--- src/rtl/wrf_pkg.sv ---
package wrf_pkg;
  typedef enum logic [1:0] {
    TS_IDLE  = 2'd0,
    TS_SPILL = 2'd1,
    TS_FILL  = 2'd2
  } trap_st_e;
endpackage

--- src/rtl/wrf_addr_map.sv ---
module wrf_addr_map #(
  parameter int NWIN = 6,
  parameter int NGLB = 8,
  parameter int NPAR = 4,
  parameter int NLOC = 4,
  parameter int AW   = 5,
  parameter int WW   = 3,
  parameter int PW   = 6
) (
  input  logic [AW-1:0] arch_i,
  input  logic [WW-1:0] win_i,
  output logic [PW-1:0] phys_o,
  output logic          hit_o
);
  localparam int WSZ  = NPAR + NLOC;
  localparam int T_LO = NGLB + NPAR + NLOC;
  localparam int T_HI = T_LO + NPAR;

  int a, w, nw, pi;

  always_comb begin
    a  = int'(arch_i);
    w  = int'(win_i);
    nw = (w == NWIN - 1) ? 0 : w + 1;
    hit_o = 1'b1;
    if (a < NGLB)      pi = a;
    else if (a < T_LO) pi = NGLB + w * WSZ + (a - NGLB);
    else if (a < T_HI) pi = NGLB + nw * WSZ + (a - T_LO); // outgoing = next window's incoming
    else begin
      pi    = 0;
      hit_o = 1'b0;
    end
    phys_o = PW'(pi);
  end
endmodule

--- src/rtl/wrf_store.sv ---
module wrf_store #(
  parameter int DW    = 32,
  parameter int NPHYS = 56,
  parameter int PW    = 6,
  parameter int NRD   = 2
) (
  input  logic                     clk_i,
  input  logic                     rst_ni,
  input  logic                     we_i,
  input  logic [PW-1:0]            wa_i,
  input  logic [DW-1:0]            wd_i,
  input  logic [NRD-1:0][PW-1:0]   ra_i,
  input  logic [NRD-1:0]           rhit_i,
  output logic [NRD-1:0][DW-1:0]   rd_o
);
  logic [DW-1:0] mem [NPHYS];

  always_ff @(posedge clk_i or negedge rst_ni) begin
    if (!rst_ni) begin
      for (int i = 0; i < NPHYS; i++) mem[i] <= '0;
    end else if (we_i && (int'(wa_i) < NPHYS)) begin
      mem[wa_i] <= wd_i;
    end
  end

  for (genvar g = 0; g < NRD; g++) begin : g_rd
    always_comb begin
      if (!rhit_i[g] || int'(ra_i[g]) >= NPHYS) rd_o[g] = '0;
      else if (we_i && wa_i == ra_i[g])         rd_o[g] = wd_i;
      else                                      rd_o[g] = mem[ra_i[g]];
    end
  end
endmodule

--- src/rtl/wrf_wptr_ctrl.sv ---
module wrf_wptr_ctrl
  import wrf_pkg::*;
#(
  parameter int NWIN = 6,
  parameter int WW   = 3
) (
  input  logic          clk_i,
  input  logic          rst_ni,
  input  logic          call_i,
  input  logic          ret_i,
  input  logic          done_i,
  output logic [WW-1:0] cwp_o,
  output logic [WW-1:0] swp_o,
  output logic          spill_o,
  output logic          fill_o,
  output logic [WW-1:0] xwin_o
);
  trap_st_e      st_q;
  logic [WW-1:0] cwp_q, swp_q;

  function automatic logic [WW-1:0] step_up(input logic [WW-1:0] v);
    return (v == WW'(NWIN - 1)) ? '0 : v + WW'(1);
  endfunction

  function automatic logic [WW-1:0] step_dn(input logic [WW-1:0] v);
    return (v == '0) ? WW'(NWIN - 1) : v - WW'(1);
  endfunction

  always_ff @(posedge clk_i or negedge rst_ni) begin
    if (!rst_ni) begin
      st_q  <= TS_IDLE;
      cwp_q <= '0;
      swp_q <= WW'(NWIN - 1);
    end else begin
      unique case (st_q)
        TS_IDLE: begin
          if (call_i && !ret_i) begin
            if (step_up(cwp_q) == swp_q) st_q  <= TS_SPILL;
            else                         cwp_q <= step_up(cwp_q);
          end else if (ret_i && !call_i) begin
            if (step_dn(cwp_q) == swp_q) st_q  <= TS_FILL;
            else                         cwp_q <= step_dn(cwp_q);
          end
        end
        TS_SPILL: if (done_i) begin
          swp_q <= step_up(swp_q);
          cwp_q <= step_up(cwp_q);
          st_q  <= TS_IDLE;
        end
        TS_FILL: if (done_i) begin
          swp_q <= step_dn(swp_q);
          cwp_q <= step_dn(cwp_q);
          st_q  <= TS_IDLE;
        end
        default: st_q <= TS_IDLE;
      endcase
    end
  end

  assign cwp_o   = cwp_q;
  assign swp_o   = swp_q;
  assign spill_o = (st_q == TS_SPILL);
  assign fill_o  = (st_q == TS_FILL);
  assign xwin_o  = (st_q == TS_SPILL) ? step_up(swp_q) : swp_q;
endmodule

--- src/rtl/windowed_regfile.sv ---
module windowed_regfile #(
  parameter int NWIN = 6,
  parameter int NGLB = 8,
  parameter int NPAR = 4,
  parameter int NLOC = 4,
  parameter int DW   = 32,
  parameter int AW   = 5,
  parameter int WW   = $clog2(NWIN)
) (
  input  logic          clk_i,
  input  logic          rst_ni,
  input  logic          call_i,
  input  logic          ret_i,
  input  logic [AW-1:0] ra_addr_i,
  output logic [DW-1:0] ra_data_o,
  input  logic [AW-1:0] rb_addr_i,
  output logic [DW-1:0] rb_data_o,
  input  logic          we_i,
  input  logic [AW-1:0] wa_addr_i,
  input  logic [DW-1:0] wd_i,
  output logic [WW-1:0] cwp_o,
  output logic [WW-1:0] swp_o,
  output logic          spill_req_o,
  output logic          fill_req_o,
  output logic [WW-1:0] xfer_win_o,
  input  logic          xfer_done_i
);
  localparam int NPHYS = NGLB + NWIN * (NPAR + NLOC);
  localparam int PW    = $clog2(NPHYS);
  localparam int NPRT  = 3; // two reads, one write

  logic [WW-1:0]               win_sel;
  logic [NPRT-1:0][AW-1:0]     arch;
  logic [NPRT-1:0][PW-1:0]     phys;
  logic [NPRT-1:0]             hit;
  logic [1:0][DW-1:0]          rdata;

  wrf_wptr_ctrl #(.NWIN(NWIN), .WW(WW)) u_ctrl (
    .clk_i   (clk_i),
    .rst_ni  (rst_ni),
    .call_i  (call_i),
    .ret_i   (ret_i),
    .done_i  (xfer_done_i),
    .cwp_o   (cwp_o),
    .swp_o   (swp_o),
    .spill_o (spill_req_o),
    .fill_o  (fill_req_o),
    .xwin_o  (xfer_win_o)
  );

  // pending transfer retargets the windowed numbers
  assign win_sel = (spill_req_o || fill_req_o) ? xfer_win_o : cwp_o;
  assign arch    = {wa_addr_i, rb_addr_i, ra_addr_i};

  for (genvar g = 0; g < NPRT; g++) begin : g_map
    wrf_addr_map #(
      .NWIN(NWIN), .NGLB(NGLB), .NPAR(NPAR), .NLOC(NLOC),
      .AW(AW), .WW(WW), .PW(PW)
    ) u_map (
      .arch_i (arch[g]),
      .win_i  (win_sel),
      .phys_o (phys[g]),
      .hit_o  (hit[g])
    );
  end

  wrf_store #(.DW(DW), .NPHYS(NPHYS), .PW(PW), .NRD(2)) u_store (
    .clk_i  (clk_i),
    .rst_ni (rst_ni),
    .we_i   (we_i && hit[2]),
    .wa_i   (phys[2]),
    .wd_i   (wd_i),
    .ra_i   (phys[1:0]),
    .rhit_i (hit[1:0]),
    .rd_o   (rdata)
  );

  assign ra_data_o = rdata[0];
  assign rb_data_o = rdata[1];
endmodule

--- config.mk ---
export PLATFORM = sky130hd
export DESIGN_NAME = windowed_regfile
export DESIGN_NICKNAME = d
export VERILOG_FILES = /design/src/rtl/wrf_pkg.sv /design/src/rtl/wrf_addr_map.sv /design/src/rtl/wrf_store.sv /design/src/rtl/wrf_wptr_ctrl.sv /design/src/rtl/windowed_regfile.sv
export SDC_FILE = /design/constraint.sdc
export NUM_CORES = 2
export LEC_CHECK = 0
export BUFFER_PORTS_ARGS = -buffer_cell sky130_fd_sc_hd__buf_2
export CAP_MARGIN = 20
export CORE_ASPECT_RATIO = 1.2
export CORE_MARGIN = 3
export CORE_UTILIZATION = 55
export CTS_BUF_LIST = sky130_fd_sc_hd__clkbuf_8
export DETAILED_ROUTE_END_ITERATION = 8
export PLACE_DENSITY_LB_ADDON = 0.1
export SLEW_MARGIN = 40
export SYNTH_ARGS = -nofsm -noshare
export SYNTH_HDL_FRONTEND = slang
export SYNTH_SLANG_ARGS = --single-unit
--- constraint.sdc ---
create_clock -name clk_i -period 6.1 [get_ports clk_i]
set_clock_uncertainty 0.2 [all_clocks]
set_input_delay 0.61 -clock clk_i [delete_from_list [all_inputs] [get_ports clk_i]]
set_output_delay 0.61 -clock clk_i [all_outputs]
set_load 0.005 [all_outputs]
; Word-level counts from Yosys, hierarchy flattened
; Index checks and enable logic that the tools add are counted.
[op_classes]
n_addsub = 19
n_lt_le_gt_ge = 16
eq_ne = 17
mux = 54
bitwise = 3
n_reduce_logical = 23
[ops]
columns = op, count
row1 = $bwmux W1792, 1
row2 = $bmux W32 S6, 2
row3 = $mux W32, 9
row4 = $demux W32 S6, 1
row5 = $mux W6, 9
row6 = $mux W3, 15
row7 = $add A6 B6 Y6, 6
row8 = $lt A5 B5 Y1 const B, 6
row9 = $ge A7 B7 Y1 const B, 3
row10 = $not A6 Y7, 3
row11 = $sub A5 B4 Y6 const B, 3
row12 = $sub A5 B5 Y6 const B, 3
row13 = $lt A5 B4 Y1 const B, 3
row14 = $eq A6 B6 Y1, 2
row15 = $ge A6 B6 Y1 const B, 2
row16 = $mux W2, 5
row17 = $add A3 B1 Y3 const B, 3
row18 = $eq A3 B3 Y1 const B, 3
row19 = $mux W1, 9
row20 = $pmux W3 S3, 1
row21 = $logic_and A1 B1 Y1, 7
row22 = $lt A7 B1 Y1 const B, 1
row23 = $add A4 B6 Y6 const A, 1
row24 = $add A5 B6 Y6 const A, 1
row25 = 21 further kinds, 33
[totals]
reg_bits = 1800
inputBits = 53
out_inout_bits = 75
elab_cells = 191

; Logic depth before layout (Yosys ltp)
[logic_depth]
ltp_word = 17
mapped_depth = 21
mapped_depth_nobuf = 18

; Hierarchy
; Synthesis repeated with hierarchy kept, for this count alone.
[unflattened]
hier_cells = 6815
hier_area_um2 = 97798.8
[by_module_without_submodules]
columns = module, n_inst, cells_per_inst, area_per_inst_um2, seq_area_each_um2
row1 = wrf_store, 1, 6598, 96129.7, 44843.0
row2 = wrf_wptr_ctrl, 1, 116, 902.1, 202.7
row3 = wrf_addr_map, 3, 32, 240.2, 0.0
row4 = windowed_regfile, 1, 5, 46.3, 0.0

; Least setup slack after synthesis
; OpenSTA, ideal clock, no wires.
[synth_timing]
kind = flip-flop to output port
from = register u_ctrl.swp_q[0], in the netlist u_ctrl.swp_o[0]
to = output port ra_data_o[0]
arrival_time_ns = 4.386
required_time_ns = 5.290
slack_ns = 0.904
stages_incl_launch_ff = 20
n_path_buf = 4
cell_sequence = dfstp_2 -> buf_2 -> clkbuf_1 -> xor2_1 -> mux2i_1 -> inv_1 -> ha_1 -> mux2i_1 -> xnor2_1 -> xnor2_1 -> ha_1 -> nor4bb_1 -> or2_2 -> clkbuf_1 -> nand2_1 -> clkbuf_1 -> a211o_1 -> nand4_1 -> o211ai_1 -> a21oi_1
[synth_via]
elab_chain_cells = 17
word_cells_on_any_way = 30
cone_classes = add/sub: 8 / order compare: 1 / eq/ne: 3 / mux: 15 / bitwise: 1 / reduce/logical: 2
[synth_rtl]
columns = item, line
row1 = from (decl), wrf_wptr_ctrl.sv:19  ; logic [WW-1:0] cwp_q, swp_q;
row2 = from (signal assigned), wrf_wptr_ctrl.sv:33  ; swp_q <= WW'(NWIN - 1);
row3 = from (signal assigned), wrf_wptr_ctrl.sv:46  ; swp_q <= step_up(swp_q);
row4 = from (signal assigned), wrf_wptr_ctrl.sv:51  ; swp_q <= step_dn(swp_q);
row5 = $add A3 B1 Y3 / $eq A3 B3 Y1 (equally long branches), wrf_wptr_ctrl.sv:22  ; return (v == WW'(NWIN - 1)) ? '0 : v + WW'(1);
row6 = $mux W3, wrf_wptr_ctrl.sv:22
row7 = $mux W3 *, wrf_wptr_ctrl.sv:64  ; assign xwin_o = (st_q == TS_SPILL) ? step_up(swp_q) : swp_q;
row8 = via xfer_win_o[0], windowed_regfile.sv:25  ; output logic [WW-1:0] xfer_win_o,
row9 = $mux W3 *, windowed_regfile.sv:52  ; assign win_sel = (spill_req_o || fill_req_o) ? xfer_win_o : cwp_o;
row10 = $add A3 B1 Y3 / $eq A3 B3 Y1 (equally long branches), wrf_addr_map.sv:24  ; nw = (w == NWIN - 1) ? 0 : w + 1;
row11 = $mux W3, wrf_addr_map.sv:24
row12 = $add A5 B6 Y6, wrf_addr_map.sv:28  ; else if (a < T_HI) pi = NGLB + nw * WSZ + (a - T_LO);
row13 = $add A6 B6 Y6, wrf_addr_map.sv:28
row14 = $mux W6, wrf_addr_map.sv:28
row15 = $mux W6, wrf_addr_map.sv:27  ; else if (a < T_LO) pi = NGLB + w * WSZ + (a - NGLB);
row16 = $mux W6, wrf_addr_map.sv:26  ; if (a < NGLB) pi = a;
row17 = $not A6 Y7 (not written as such), wrf_store.sv:30  ; else rd_o[g] = mem[ra_i[g]];
row18 = $bmux W32 S6, wrf_store.sv:30
row19 = $mux W32 (not written as such) (2 in series), wrf_store.sv:30
row20 = $mux W32, wrf_store.sv:29  ; else if (we_i && wa_i == ra_i[g]) rd_o[g] = wd_i;
row21 = $mux W32 *, wrf_store.sv:28  ; if (!rhit_i[g] || int'(ra_i[g]) >= NPHYS) rd_o[g] = '0;
row22 = to (decl), windowed_regfile.sv:15  ; output logic [DW-1:0] ra_data_o,
; The timed path passes the listed nets; every way through them passes the cells marked *. The select of a mux whose other input is x is not followed.

; Worst setup path in the final report
[layout_timing]
from = register u_ctrl.st_q[1]
to = output port ra_data_o[23]
[layout_via]
elab_chain_cells = 16
word_cells_on_any_way = 30
cone_classes = add/sub: 7 / order compare: 1 / eq/ne: 4 / mux: 14 / bitwise: 1 / reduce/logical: 3
[layout_rtl]
columns = item, line
row1 = from (decl), wrf_wptr_ctrl.sv:18  ; trap_st_e st_q;
row2 = from (signal assigned), wrf_wptr_ctrl.sv:31  ; st_q <= TS_IDLE;
row3 = from (signal assigned), wrf_wptr_ctrl.sv:38  ; if (step_up(cwp_q) == swp_q) st_q <= TS_SPILL;
row4 = from (signal assigned), wrf_wptr_ctrl.sv:41  ; if (step_dn(cwp_q) == swp_q) st_q <= TS_FILL;
row5 = $eq A2 B1 Y1 / $eq A2 B2 Y1 (equally long branches), "wrf_wptr_ctrl.sv:62, wrf_wptr_ctrl.sv:64, wrf_wptr_ctrl.sv:63"
row6 = $mux W3 / $logic_or A1 B1 Y1 (equally long branches), "wrf_wptr_ctrl.sv:64, windowed_regfile.sv:52"
row7 = $mux W3 *, windowed_regfile.sv:52
row8 = $add A3 B1 Y3 / $eq A3 B3 Y1 (equally long branches), wrf_addr_map.sv:24
row9 = $mux W3, wrf_addr_map.sv:24
row10 = $add A5 B6 Y6, wrf_addr_map.sv:28
row11 = $add A6 B6 Y6, wrf_addr_map.sv:28
row12 = $mux W6, wrf_addr_map.sv:28
row13 = $mux W6, wrf_addr_map.sv:27
row14 = $mux W6, wrf_addr_map.sv:26
row15 = $not A6 Y7 (not written as such), wrf_store.sv:30
row16 = $bmux W32 S6, wrf_store.sv:30
row17 = $mux W32 (not written as such) (2 in series), wrf_store.sv:30
row18 = $mux W32, wrf_store.sv:29
row19 = $mux W32 *, wrf_store.sv:28
; Every way passes the cells marked *; elsewhere a longest branch is shown, timed or not. The select of a mux whose other input is x is not followed.

==> qor.txt <==
Max Cap Violations: 0
Core Area: 0.1838 mm^2
Post-route setup TNS: -28.47 ns
Top cells by area, synth: dfrtp_1, mux2_2, mux2i_1
Met2 WL: 188200 um
CTS tree: yes
TritonCTS Sinks: 1800
Final min period: 6.682 ns
Worst Reg-to-Reg Cells: 24
PwrDens: 511.0 mW/mm^2
Drt first pass iters: 7
PortBufs: 127
Nets@finish: 9339
Synth area leader: dfrtp_1
Cell Area, Synth: 0.1022 mm^2
Final worst setup slack: -0.5816 ns
Crit start category: flip-flop
Core Util, Final: 0.6490
Final Hold Vio Count: 0
Drt wl/cell: 37.54 um
Arrival @ worst endpoint: 5.87 ns
Period utilization: 1.095
Post-Layout Cell Count: 11925
Num rows: 172
Count of cell types in the netlist: 80
Vias in the first global route: 88343
Via Count: 89370
Sw Ratio: 0.4197
Status: finished, violations left
Total track usage: 0.4548
Vias/cell: 7.494
Initial antenna violation count: 31
Final setup violation count: 64
Post-synthesis sequential area ratio: 0.4409
Internal: 35.37 mW
Hold Path Class: input port to flip-flop
Clk slew on worst S/H paths: 0.06 ns
Total net switching power: 25.58 mW
Final RePlAce weighted congestion: 0.9760
Failing checks: negative setup slack
Syn nets: 9282
Worst setup endpoint: ra_data_o[23]
Die area: 0.1910 mm^2
Layout cells sized above 1: 0.3913
Max rail drop VDD: 0.0005854 V
RSZ-0062 raised after global routing: yes
TritonCTS Buffers: 321
Starting DRT DRC Count: 12864
Chip width: 399.4 um
Worst Setup End Kind: output pin
Layout area overhead: 16.76%
Worst EP required: 5.29 ns
Static Leakage: 53.94 nW
Detailed Route WL: 447700 um
Dominant synthesized flop cell: dfrtp_1
Clk_lat worst skew: 1.08 ns
Fin Hold WS: 0.1172 ns
Post-DRT Antenna Nets: 0
Reg2reg setup slack: 0.43 ns
Async S/R FF share, synth: 1.000
Max Slew Vio Count: 0
Num ports: 128
Avg Cell Area, Syn: 11.10 um^2
Yosys top cell area share: 0.4404
Met1 Wirelength: 157100 um
Worst Tran Pin Value: 1.010 ns
Global-route wire length before repair: 632000 um
Rel. slew slack: 0.3266
CP Max Fanout: 8
Worst R2R End: u_store.mem[383]
H-tree Lvls: 5
Post-Synthesis Cells: 9205
FF-to-FF Start: u_ctrl.st_q[1]
#FFs+latches synth: 1800
Number of flops mapped to enable cells by yosys: 0
Met3 WL post-DR: 59230 um
Initial Util: 0.5559
Crit Path Class: flip-flop to output pin
Die height: 478.1 um
Fmax: 149.7 MHz
Root buf cell: clkbuf_8
Clock tree buffer depth: 4
Power, Total: 60.96 mW
Synth warn: 0
Post-DP HPWL: 263400 um
DP Cell Count: 11184
Clock share of power: 0.188
Largest net degree at the start of global routing: 155
Crit. Startpoint: u_ctrl.st_q[1]
Top Layer Used: met5
DRC Markers: 0
Comb pwr share: 0.507
Grt ovf: 0
Sequential power share: 0.305
==> cell usage in the layout, fill, tap and decap left out, types with 25 or more instances in the layout <==
| cell type | netlist | layout |
|---|---|---|
| a211oi_1 | 131 | 96 |
| nand2_1 | 186 | 161 |
| a21boi_0 | 36 | 33 |
| buf_4 | 40 | 366 |
| a221oi_1 | 223 | 220 |
| mux2_2 | 2123 | 2122 |
| a32oi_1 | 91 | 62 |
| buf_6 | 12 | 60 |
| a221o_1 | 93 | 93 |
| o22ai_1 | 34 | 31 |
| mux2i_1 | 553 | 550 |
| dlygate4sd3_1 | 0 | 26 |
| buf_12 | 0 | 177 |
| a211o_1 | 40 | 39 |
| nor2_1 | 204 | 154 |
| nor3_1 | 50 | 45 |
| a22o_1 | 63 | 63 |
| o311a_1 | 31 | 31 |
| a22oi_1 | 94 | 92 |
| inv_1 | 124 | 212 |
| buf_16 | 0 | 27 |
| and3_1 | 41 | 39 |
| a21oi_1 | 332 | 315 |
| o31ai_1 | 63 | 56 |
| o221ai_1 | 95 | 87 |
| nand4_1 | 39 | 39 |
| nand4b_1 | 32 | 32 |
| a31oi_1 | 129 | 120 |
| dfrtp_1 | 1798 | 1797 |
| o211ai_1 | 105 | 105 |
| a311oi_1 | 63 | 48 |
| buf_2 | 30 | 110 |
| nor2b_1 | 46 | 39 |
| nand3_1 | 538 | 526 |
| o21ai_0 | 453 | 451 |
| o2bb2ai_1 | 34 | 34 |
| and2_1 | 34 | 33 |
| nor2_4 | 0 | 48 |
| a211oi_2 | 2 | 25 |
| clkbuf_8 | 0 | 409 |
==> cell families (layout without fill, tap and decap cells) <==
family | count (synthesis) | in the layout | share of synthesized area
other | 0 | 13 | 0
DFF | 1800 | 1800 | 0.4409
AOI/OAI and AO/OA | 2253 | 2253 | 0.1567
buffers and inverters | 1181 | 1451 | 0.04611
adders and majority gates | 24 | 24 | 0.002939
xor gates and xnor gates | 31 | 31 | 0.003062
muxes | 2693 | 2693 | 0.2907
and+or+nand+nor | 1223 | 1224 | 0.05952
==> layout make-up <==
cell class	count	area, um^2
inverter	124	470.5
clock inverter	128	638.1
tap	2436	3048
multi-input combinational	6225	55470
fill	14198	64500
clock buffer	409	5629
timing repair buffer	790	8949
sequential	1800	45050
antenna	13	32.53
==> how the worst min path moves through the flow <==
stage / startpoint / end / slack (ns) / cells past startpoint
after floorplan: rst_ni / u_ctrl.cwp_o[0] / 0.11 / 0
after global placement: u_store.mem[924] / u_store.mem[924] / 0.29 / 1
after detailed placement: u_store.mem[1343] / u_store.mem[1343] / 0.29 / 1
after CTS: wa_addr_i[0] / u_store.mem[1340] / 0.05 / 4
after global routing: wd_i[26] / u_store.mem[602] / 0.09 / 3
final: wd_i[7] / u_store.mem[743] / 0.12 / 3
==> state kept, by name (all words and copies together), names as in the netlist <==
| name | count |
|---|---|
| u_store.mem | 1792 |
| u_ctrl.cwp_o | 3 |
| u_ctrl.st_q | 2 |
| u_ctrl.swp_o | 3 |
==> routing by layer <==
layer | vias up | global-route usage
met1 | 45221 | 0.5570
met3 | 2146 | 0.1628
met2 | 6821 | 0.6468
met4 | 12 | 0.3600
met5 | - | 0
li1 | 35170 | -
==> Yosys cell counts, drive strengths merged, types with 8 or more instances <==
cell type	instances
a211o	40
a211oi	133
a21boi	36
a21oi	332
a221o	93
a221oi	223
a22o	63
a22oi	94
a311oi	63
a31oi	129
a32oi	91
and2	34
and3	41
buf	203
clkbuf	854
dfrtp	1798
ha	24
inv	124
mux2	2134
mux2i	553
nand2	186
nand2b	17
nand3	540
nand4	39
nand4b	32
nor2	204
nor2b	46
nor3	50
o2111ai	41
o211ai	105
o21ai	456
o221ai	95
o22ai	34
o2bb2ai	34
o311a	31
o311ai	31
o31ai	64
o41ai	31
or3	8
xnor2	22
==> per-stage QoR <==
| step | instance area [um^2] | setup WS, ns |
|---|---|---|
| after floorplan | 102200 | 0.9037 |
| after global placement | 107500 | 0.008824 |
| after detailed placement | 107600 | 0.03474 |
| after CTS | 117700 | -0.4937 |
| after global routing | 119300 | -0.7151 |
| final | 119300 | -0.5816 |
==> power groups by stage <==
stage	Combinational, mW	Sequential, mW	Clock [mW]
after floorplan	12.5	17.7	0
after global placement	22.9	18.3	0
after detailed placement	23.2	18.6	0
after CTS	27.8	18.4	11.5
after global routing	31.4	19.0	12.1
final	30.9	18.6	11.5
==> worst max-delay path: stages, from the launching register on <==
cell and delay [ns]:
dfrtp_1 0.39, inv_2 0.11, ha_4 0.18, nand2_4 0.06, mux2i_4 0.19, a21oi_4 0.24, inv_2 0.08, ha_4 0.18
mux2i_4 0.20, xnor2_4 0.17, xnor2_2 0.14, ha_1 0.31, nor4bb_4 0.27, or2_4 0.28, buf_6 0.20, a311oi_1 0.07
a32oi_1 0.21, nand4_1 0.53, o211ai_1 0.65, a21oi_1 0.15, buf_2 0.16
==> repair_timing <==
| action | 4_1_cts | 5_1_grt |
|---|---|---|
| resized for setup | 350 | 151 |
| endpoints found under the setup margin | 64 | 64 |
| pin swaps | 136 | 113 |
| hold endpoints to repair | 709 | 0 |
| hold buffers | 27 | 0 |
| gates cloned | 21 | 6 |
| setup buffers | 89 | 56 |
Power figures use the tool's default switching activity.
